==> src/rtl/vcr_pkg.sv <==
package vcr_pkg;
  localparam int ADDR_W = 8;
  localparam int DATA_W = 32;
  localparam int STRB_W = DATA_W / 8;
  localparam int NCFG   = 8;

  localparam logic [ADDR_W-1:0] A_CTRL   = 8'h00;
  localparam logic [ADDR_W-1:0] A_PKTCNT = 8'h48;
  localparam logic [ADDR_W-1:0] A_CNTVLD = 8'h50;

  // bit positions inside the control word
  localparam int B_START = 0;
  localparam int B_DONE  = 1;
  localparam int B_IDLE  = 2;
  localparam int B_READY = 3;
  localparam int B_AUTO  = 7;

  // configuration slots: 0 width, 1 height, 2 format, 3 packets/line,
  // 4 payload, 5 last payload, 6 bits/component, 7 stats clear
  function automatic logic [ADDR_W-1:0] cfg_addr(input int idx);
    case (idx)
      0: return 8'h10;
      1: return 8'h18;
      2: return 8'h20;
      3: return 8'h28;
      4: return 8'h30;
      5: return 8'h38;
      6: return 8'h40;
      default: return 8'h54;
    endcase
  endfunction

  function automatic logic [DATA_W-1:0] cfg_mask(input int idx);
    case (idx)
      0, 1, 2: return 32'h0000_FFFF;
      3:       return 32'h0000_00FF;
      4, 5:    return 32'h0000_07FF;
      6:       return 32'h0000_001F;
      default: return 32'h0000_0001;
    endcase
  endfunction

  function automatic logic [DATA_W-1:0] strb_merge(input logic [DATA_W-1:0] old_v,
                                                   input logic [DATA_W-1:0] new_v,
                                                   input logic [STRB_W-1:0] strb);
    logic [DATA_W-1:0] res;
    res = old_v;
    for (int b = 0; b < STRB_W; b++)
      if (strb[b]) res[b*8 +: 8] = new_v[b*8 +: 8];
    return res;
  endfunction
endpackage

==> src/rtl/vcr_axil_wr.sv <==
module vcr_axil_wr
  import vcr_pkg::*;
(
  input  logic              clk,
  input  logic              rst,
  input  logic [ADDR_W-1:0] awaddr,
  input  logic              awvalid,
  output logic              awready,
  input  logic [DATA_W-1:0] wdata,
  input  logic [STRB_W-1:0] wstrb,
  input  logic              wvalid,
  output logic              wready,
  output logic [1:0]        bresp,
  output logic              bvalid,
  input  logic              bready,
  output logic              wr_en,
  output logic [ADDR_W-1:0] wr_addr,
  output logic [DATA_W-1:0] wr_data,
  output logic [STRB_W-1:0] wr_strb
);
  logic aw_held, w_held;

  assign awready = !aw_held && !bvalid;
  assign wready  = !w_held && !bvalid;
  assign wr_en   = aw_held && w_held && !bvalid;
  assign bresp   = 2'b00;

  always_ff @(posedge clk) begin
    if (rst) begin
      aw_held <= 1'b0;
      w_held  <= 1'b0;
      bvalid  <= 1'b0;
      wr_addr <= '0;
      wr_data <= '0;
      wr_strb <= '0;
    end else begin
      if (awvalid && awready) begin
        aw_held <= 1'b1;
        wr_addr <= awaddr;
      end
      if (wvalid && wready) begin
        w_held  <= 1'b1;
        wr_data <= wdata;
        wr_strb <= wstrb;
      end
      if (wr_en) begin
        aw_held <= 1'b0;
        w_held  <= 1'b0;
        bvalid  <= 1'b1;
      end else if (bvalid && bready) begin
        bvalid <= 1'b0;
      end
    end
  end
endmodule

==> src/rtl/vcr_axil_rd.sv <==
module vcr_axil_rd
  import vcr_pkg::*;
(
  input  logic              clk,
  input  logic              rst,
  input  logic [ADDR_W-1:0] araddr,
  input  logic              arvalid,
  output logic              arready,
  output logic [DATA_W-1:0] rdata,
  output logic [1:0]        rresp,
  output logic              rvalid,
  input  logic              rready,
  output logic              rd_en,
  output logic [ADDR_W-1:0] rd_addr,
  input  logic [DATA_W-1:0] rd_value
);
  assign arready = !rvalid;
  assign rd_en   = arvalid && arready;
  assign rd_addr = araddr;
  assign rresp   = 2'b00;

  always_ff @(posedge clk) begin
    if (rst) begin
      rvalid <= 1'b0;
      rdata  <= '0;
    end else if (rd_en) begin
      rvalid <= 1'b1;
      rdata  <= rd_value;
    end else if (rready) begin
      rvalid <= 1'b0;
    end
  end
endmodule

==> src/rtl/vcr_cfg_bank.sv <==
module vcr_cfg_bank
  import vcr_pkg::*;
(
  input  logic                          clk,
  input  logic                          rst,
  input  logic                          wr_en,
  input  logic [ADDR_W-1:0]             wr_addr,
  input  logic [DATA_W-1:0]             wr_data,
  input  logic [STRB_W-1:0]             wr_strb,
  output logic [NCFG-1:0][DATA_W-1:0]   cfg_q
);
  for (genvar i = 0; i < NCFG; i++) begin : g_slot
    localparam logic [ADDR_W-1:0] SLOT_ADDR = cfg_addr(i);
    localparam logic [DATA_W-1:0] SLOT_MASK = cfg_mask(i);
    always_ff @(posedge clk) begin
      if (rst)
        cfg_q[i] <= '0;
      else if (wr_en && wr_addr == SLOT_ADDR)
        cfg_q[i] <= strb_merge(cfg_q[i], wr_data, wr_strb) & SLOT_MASK;
    end
  end
endmodule

==> src/rtl/vcr_run_ctrl.sv <==
module vcr_run_ctrl
  import vcr_pkg::*;
(
  input  logic              clk,
  input  logic              rst,
  input  logic              ctrl_wr,
  input  logic [DATA_W-1:0] wr_data,
  input  logic              rd_en,
  input  logic [ADDR_W-1:0] rd_addr,
  input  logic              eng_done,
  input  logic              eng_ready,
  input  logic              pkt_upd,
  output logic              start_q,
  output logic              auto_q,
  output logic              done_q,
  output logic              cnt_valid_q
);
  logic start_n;

  always_comb begin
    start_n = start_q;
    if (start_q && eng_ready) start_n = auto_q;
    if (ctrl_wr) start_n = wr_data[B_START];
  end

  always_ff @(posedge clk) begin
    if (rst) begin
      start_q     <= 1'b0;
      auto_q      <= 1'b0;
      done_q      <= 1'b0;
      cnt_valid_q <= 1'b0;
    end else begin
      start_q <= start_n;
      if (ctrl_wr) auto_q <= wr_data[B_AUTO];
      if (eng_done)
        done_q <= 1'b1;
      else if (rd_en && rd_addr == A_CTRL)
        done_q <= 1'b0;
      if (pkt_upd)
        cnt_valid_q <= 1'b1;
      else if (rd_en && rd_addr == A_CNTVLD)
        cnt_valid_q <= 1'b0;
    end
  end
endmodule

==> src/rtl/vid_ctrl_regs.sv <==
module vid_ctrl_regs
  import vcr_pkg::*;
(
  input  logic              clk,
  input  logic              rst,
  input  logic [ADDR_W-1:0] s_awaddr,
  input  logic              s_awvalid,
  output logic              s_awready,
  input  logic [DATA_W-1:0] s_wdata,
  input  logic [STRB_W-1:0] s_wstrb,
  input  logic              s_wvalid,
  output logic              s_wready,
  output logic [1:0]        s_bresp,
  output logic              s_bvalid,
  input  logic              s_bready,
  input  logic [ADDR_W-1:0] s_araddr,
  input  logic              s_arvalid,
  output logic              s_arready,
  output logic [DATA_W-1:0] s_rdata,
  output logic [1:0]        s_rresp,
  output logic              s_rvalid,
  input  logic              s_rready,
  output logic              eng_start,
  output logic              eng_autorestart,
  input  logic              eng_done,
  input  logic              eng_idle,
  input  logic              eng_ready,
  input  logic [DATA_W-1:0] pkt_count,
  input  logic              pkt_count_upd,
  output logic [15:0]       cfg_width,
  output logic [15:0]       cfg_height,
  output logic [15:0]       cfg_format,
  output logic [7:0]        cfg_pkts_per_line,
  output logic [10:0]       cfg_payload_len,
  output logic [10:0]       cfg_payload_last,
  output logic [4:0]        cfg_bpc,
  output logic              stat_clear
);
  logic              wr_en, rd_en, ctrl_wr;
  logic [ADDR_W-1:0] wr_addr, rd_addr;
  logic [DATA_W-1:0] wr_data, rd_value;
  logic [STRB_W-1:0] wr_strb;
  logic              done_q, cnt_valid_q;
  logic [NCFG-1:0][DATA_W-1:0] cfg_q;

  vcr_axil_wr u_wr (
    .clk(clk), .rst(rst),
    .awaddr(s_awaddr), .awvalid(s_awvalid), .awready(s_awready),
    .wdata(s_wdata), .wstrb(s_wstrb), .wvalid(s_wvalid), .wready(s_wready),
    .bresp(s_bresp), .bvalid(s_bvalid), .bready(s_bready),
    .wr_en(wr_en), .wr_addr(wr_addr), .wr_data(wr_data), .wr_strb(wr_strb)
  );

  vcr_axil_rd u_rd (
    .clk(clk), .rst(rst),
    .araddr(s_araddr), .arvalid(s_arvalid), .arready(s_arready),
    .rdata(s_rdata), .rresp(s_rresp), .rvalid(s_rvalid), .rready(s_rready),
    .rd_en(rd_en), .rd_addr(rd_addr), .rd_value(rd_value)
  );

  vcr_cfg_bank u_cfg (
    .clk(clk), .rst(rst), .wr_en(wr_en), .wr_addr(wr_addr),
    .wr_data(wr_data), .wr_strb(wr_strb), .cfg_q(cfg_q)
  );

  assign ctrl_wr = wr_en && (wr_addr == A_CTRL) && wr_strb[0];

  vcr_run_ctrl u_run (
    .clk(clk), .rst(rst), .ctrl_wr(ctrl_wr), .wr_data(wr_data),
    .rd_en(rd_en), .rd_addr(rd_addr), .eng_done(eng_done),
    .eng_ready(eng_ready), .pkt_upd(pkt_count_upd),
    .start_q(eng_start), .auto_q(eng_autorestart),
    .done_q(done_q), .cnt_valid_q(cnt_valid_q)
  );

  always_comb begin
    rd_value = '0;
    if (rd_addr == A_CTRL) begin
      rd_value[B_START] = eng_start;
      rd_value[B_DONE]  = done_q;
      rd_value[B_IDLE]  = eng_idle;
      rd_value[B_READY] = eng_ready;
      rd_value[B_AUTO]  = eng_autorestart;
    end else if (rd_addr == A_PKTCNT) begin
      rd_value = pkt_count;
    end else if (rd_addr == A_CNTVLD) begin
      rd_value[0] = cnt_valid_q;
    end else begin
      for (int i = 0; i < NCFG; i++)
        if (rd_addr == cfg_addr(i)) rd_value = cfg_q[i];
    end
  end

  assign cfg_width         = cfg_q[0][15:0];
  assign cfg_height        = cfg_q[1][15:0];
  assign cfg_format        = cfg_q[2][15:0];
  assign cfg_pkts_per_line = cfg_q[3][7:0];
  assign cfg_payload_len   = cfg_q[4][10:0];
  assign cfg_payload_last  = cfg_q[5][10:0];
  assign cfg_bpc           = cfg_q[6][4:0];
  assign stat_clear        = cfg_q[7][0];
endmodule

==> config.mk <==
export PLATFORM = sky130hd
export DESIGN_NAME = vid_ctrl_regs
export DESIGN_NICKNAME = d
export VERILOG_FILES = /design/src/rtl/vcr_pkg.sv /design/src/rtl/vcr_axil_wr.sv /design/src/rtl/vcr_axil_rd.sv /design/src/rtl/vcr_cfg_bank.sv /design/src/rtl/vcr_run_ctrl.sv /design/src/rtl/vid_ctrl_regs.sv
export SDC_FILE = /design/constraint.sdc
export NUM_CORES = 1
export LEC_CHECK = 0
export ABC_AREA = 1
export CORE_ASPECT_RATIO = 0.8
export CORE_MARGIN = 2
export CORE_UTILIZATION = 57
export CTS_CLUSTER_SIZE = 12
export DETAILED_ROUTE_END_ITERATION = 10
export DONT_BUFFER_PORTS = 1
export PLACE_DENSITY = 0.87
export SYNTH_ARGS = -nofsm -noshare
export SYNTH_HDL_FRONTEND = slang
export SYNTH_SLANG_ARGS = --single-unit
==> constraint.sdc <==
create_clock -name clk -period 1.96 [get_ports clk]
set_clock_uncertainty 0.1 [all_clocks]
set_input_delay 0.49 -clock clk [delete_from_list [all_inputs] [get_ports clk]]
set_output_delay 0.49 -clock clk [all_outputs]
set_load 0.02 [all_outputs]
==> reports/results.txt <==
Post-synth top flop: dfxtp_1
Final Setup Violations: 0
cell total after placement: 994
Post-Syn Area: 0.00631 mm²
Gate Count Post-Synth: 838
hold buffers post-CTS: 0
Tot Pwr: 6.79 mW
Seq pwr share: 46.8%
GP Congestion: 0.930
post-synthesis sequential area ratio: 47.6%
Synth top area share: 47.6%
Crit Path Class: register to register
CP dominant cell by count: nor3_4
clock sink total: 150
layout cells sized above 1: 13.5%
CTS root buf: clkbuf_16
arrival time of the worst setup path: 2.10 ns
Net Switching: 1.62 mW
Pint: 5.17 mW
Vias: 6075
post-synthesis async set-or-reset flop share: 0%
syn avg cell area: 7.53 µm²
# IOs: 222
synth warn: 0
design area: 0.00740 mm²
worst skew pair latency: 0.41 ns
Pleak: 2.88 nW
Max FO, Critical Path: 16
Buffers & Inverters on Critical Path: 3
Min-Delay Path Class: primary input to register
Max IR drop VDD: 719 µV
max_cap viols: 0
Core Region: 0.0108 mm²
Worst Hold Slack: 0.0422 ns
Iter 0 DRT Violations: 558
# DRC: 0
top post-synthesis cells by area: dfxtp_1, a21oi_1, o21ai_0, nand2_1, inv_1
Pwr Density: 917 mW/mm²
WL/cell: 18.1 µm
area delta synth->final: 17.3%
Fmax: 530 MHz
switching portion of total power: 23.8%
Crit path required time: 2.17 ns
grt total ovfl: 0
RSZ-0062 raised after global routing: true
clock buffer depth: 2
Core Util, Final: 68.2%
Worst setup EP type: register
Final Routed Wirelength: 18.7 mm
fin cells: 1034
I/O Buffers: 0
vias in the first global route: 5624
Final Max Slew Viols: 0
Tcrit/Tclk final: 96.3%
startpoint type of the worst setup path: register
Std-Cell Rows: 34
Yosys reg bits: 150
clock share of power: 47.2%
Initial Utilization: 58.2%
Logic pwr share: 6.0%
Die X: 122 µm
Yosys top cell by area: dfxtp_1
commonest non-fill, non-tap cell in the layout: dfxtp_1
first-pass GRT wire length: 28.7 mm
DP HPWL: 13.5 mm
Post-DRT Antenna Nets: 0
post-placement cell area: 0.00671 mm²
Slowest cell on crit path: a211oi_1
total CTS buffers: 17
Distinct cells, synth: 34
clock-pin slew on the worst setup and hold paths: 0.06 ns
CTS tree: yes
Fin. Hold Viols: 0
filler cell count: 911
status: complete, no violations
die height: 98.1 µm
Worst path top cell family by delay: simple AND/OR/NAND/NOR gates
Final Critical Period: 1.89 ns
initial antenna violation count: 1
most frequent cells in the layout: dfxtp_1, nand2_1, a21oi_1, o21ai_0, inv_1
nets: 972
drt first pass iters: 5
Total GRT Usage: 30.8%
DIE AREA: 0.0119 mm²
EDFF count, synth: 0
critical-path cell list: inv_1 -> nor3_4 -> inv_2 -> nor3_4 -> buf_6 -> nand3_2 -> a211oi_1
slowest stage delay, CP: 0.36 ns
largest net degree at the start of global routing: 64
Vias/cell: 5.88
htree depth: 4
power by group through the flow:
stage | combinational [mW] | sequential, mW | clock, mW
CTS | 0.395 | 3.17 | 3.22
global placement | 0.383 | 3.24 | 0
floorplan | 0.286 | 3.22 | 0
finish | 0.408 | 3.17 | 3.21
global route | 0.452 | 3.18 | 3.37
detailed placement | 0.391 | 3.24 | 0
repair_timing:
action / CTS / global route
pin swaps: 1 / 4
endpoints found under the setup margin: 1 / 59
setup buffers: 3 / 5
gates resized for setup: 0 / 8
cells by family (layout without fill, tap and decap cells):
group	count (synthesis)	count (layout)	synth area share (%)
simple gates	283	283	20.3
buf+inv	139	187	9.12
compound gates	265	265	22.9
flops	150	150	47.6
other cells	1	5	0.0594
state kept, by name, indices dropped and copies added (netlist names):
| signal | cells |
|---|---|
| u_wr.aw_held | 1 |
| u_rd.rvalid | 1 |
| u_wr.wr_strb | 2 |
| u_run.done_q | 1 |
| u_wr.wr_addr | 8 |
| u_rd.rdata | 32 |
| u_run.auto_q | 1 |
| u_wr.bvalid | 1 |
| u_wr.wr_data | 16 |
| u_run.cnt_valid_q | 1 |
| u_cfg.cfg_q | 84 |
| u_wr.w_held | 1 |
| u_run.start_q | 1 |
per-stage QoR:
| step | setup TNS [ns] | setup WS, ns |
|---|---|---|
| detailed placement | -1.81 | -0.173 |
| global placement | -1.66 | -0.133 |
| global route | -0.108 | -0.0437 |
| CTS | 0 | 0.0667 |
| finish | 0 | 0.0723 |
| floorplan | 0 | 0.0740 |
routing by layer:
| layer | track usage [%] | wire length (µm) | vias up |
|---|---|---|---|
| met4 | 13.7 | 478 | 0 |
| met5 | 0 | 0 | - |
| met2 | 47.7 | 8530 | 351 |
| met1 | 39.6 | 7560 | 2790 |
| met3 | 9.70 | 2100 | 44 |
| li1 | - | - | 2890 |
final timing paths:
path                                start                            to  slack, ns  cells after the start
min                                   rst   u_rd.rdata[24]$_SDFFE_PP0P_       0.04                      1
max              u_wr.w_held$_SDFFE_PP0P_   u_cfg.cfg_q[2]$_SDFFE_PP0P_       0.07                      7
min reg2reg  u_wr.wr_addr[6]$_SDFFE_PP0P_  u_wr.wr_addr[6]$_SDFFE_PP0P_       0.37                      2
max reg2reg      u_wr.w_held$_SDFFE_PP0P_   u_cfg.cfg_q[2]$_SDFFE_PP0P_       0.07                      7
worst register-to-register path, delay by kind of cell (launching register included):
kind,cells,cell delay [ns]
simple gates,3,0.65
buf+inv,3,0.33
flops,1,0.34
compound gates,1,0.37
synthesized netlist by cell type (5+ instances only):
| master | instances |
|---|---|
| dfxtp_1 | 150 |
| nand2_1 | 122 |
| a21oi_1 | 118 |
| o21ai_0 | 100 |
| inv_1 | 91 |
| nor2_1 | 77 |
| nand3_1 | 44 |
| a211oi_1 | 27 |
| clkbuf_1 | 24 |
| buf_2 | 10 |
| nand4_1 | 10 |
| buf_4 | 9 |
| nor3_1 | 9 |
| a31oi_1 | 5 |
layout make-up:
class                      instances  area, µm²  area share (%)
inverter                          95        357            4.82
clock inverter                    12        130            1.76
antenna                            1       2.50          0.0338
clock buffer                      19        453            6.12
multi-input combinational        552       2760            37.3
tap                              144        180            2.43
timing repair buffer              61        519            7.01
sequential                       150       3000            40.6
(Power assumes the default switching activity.)
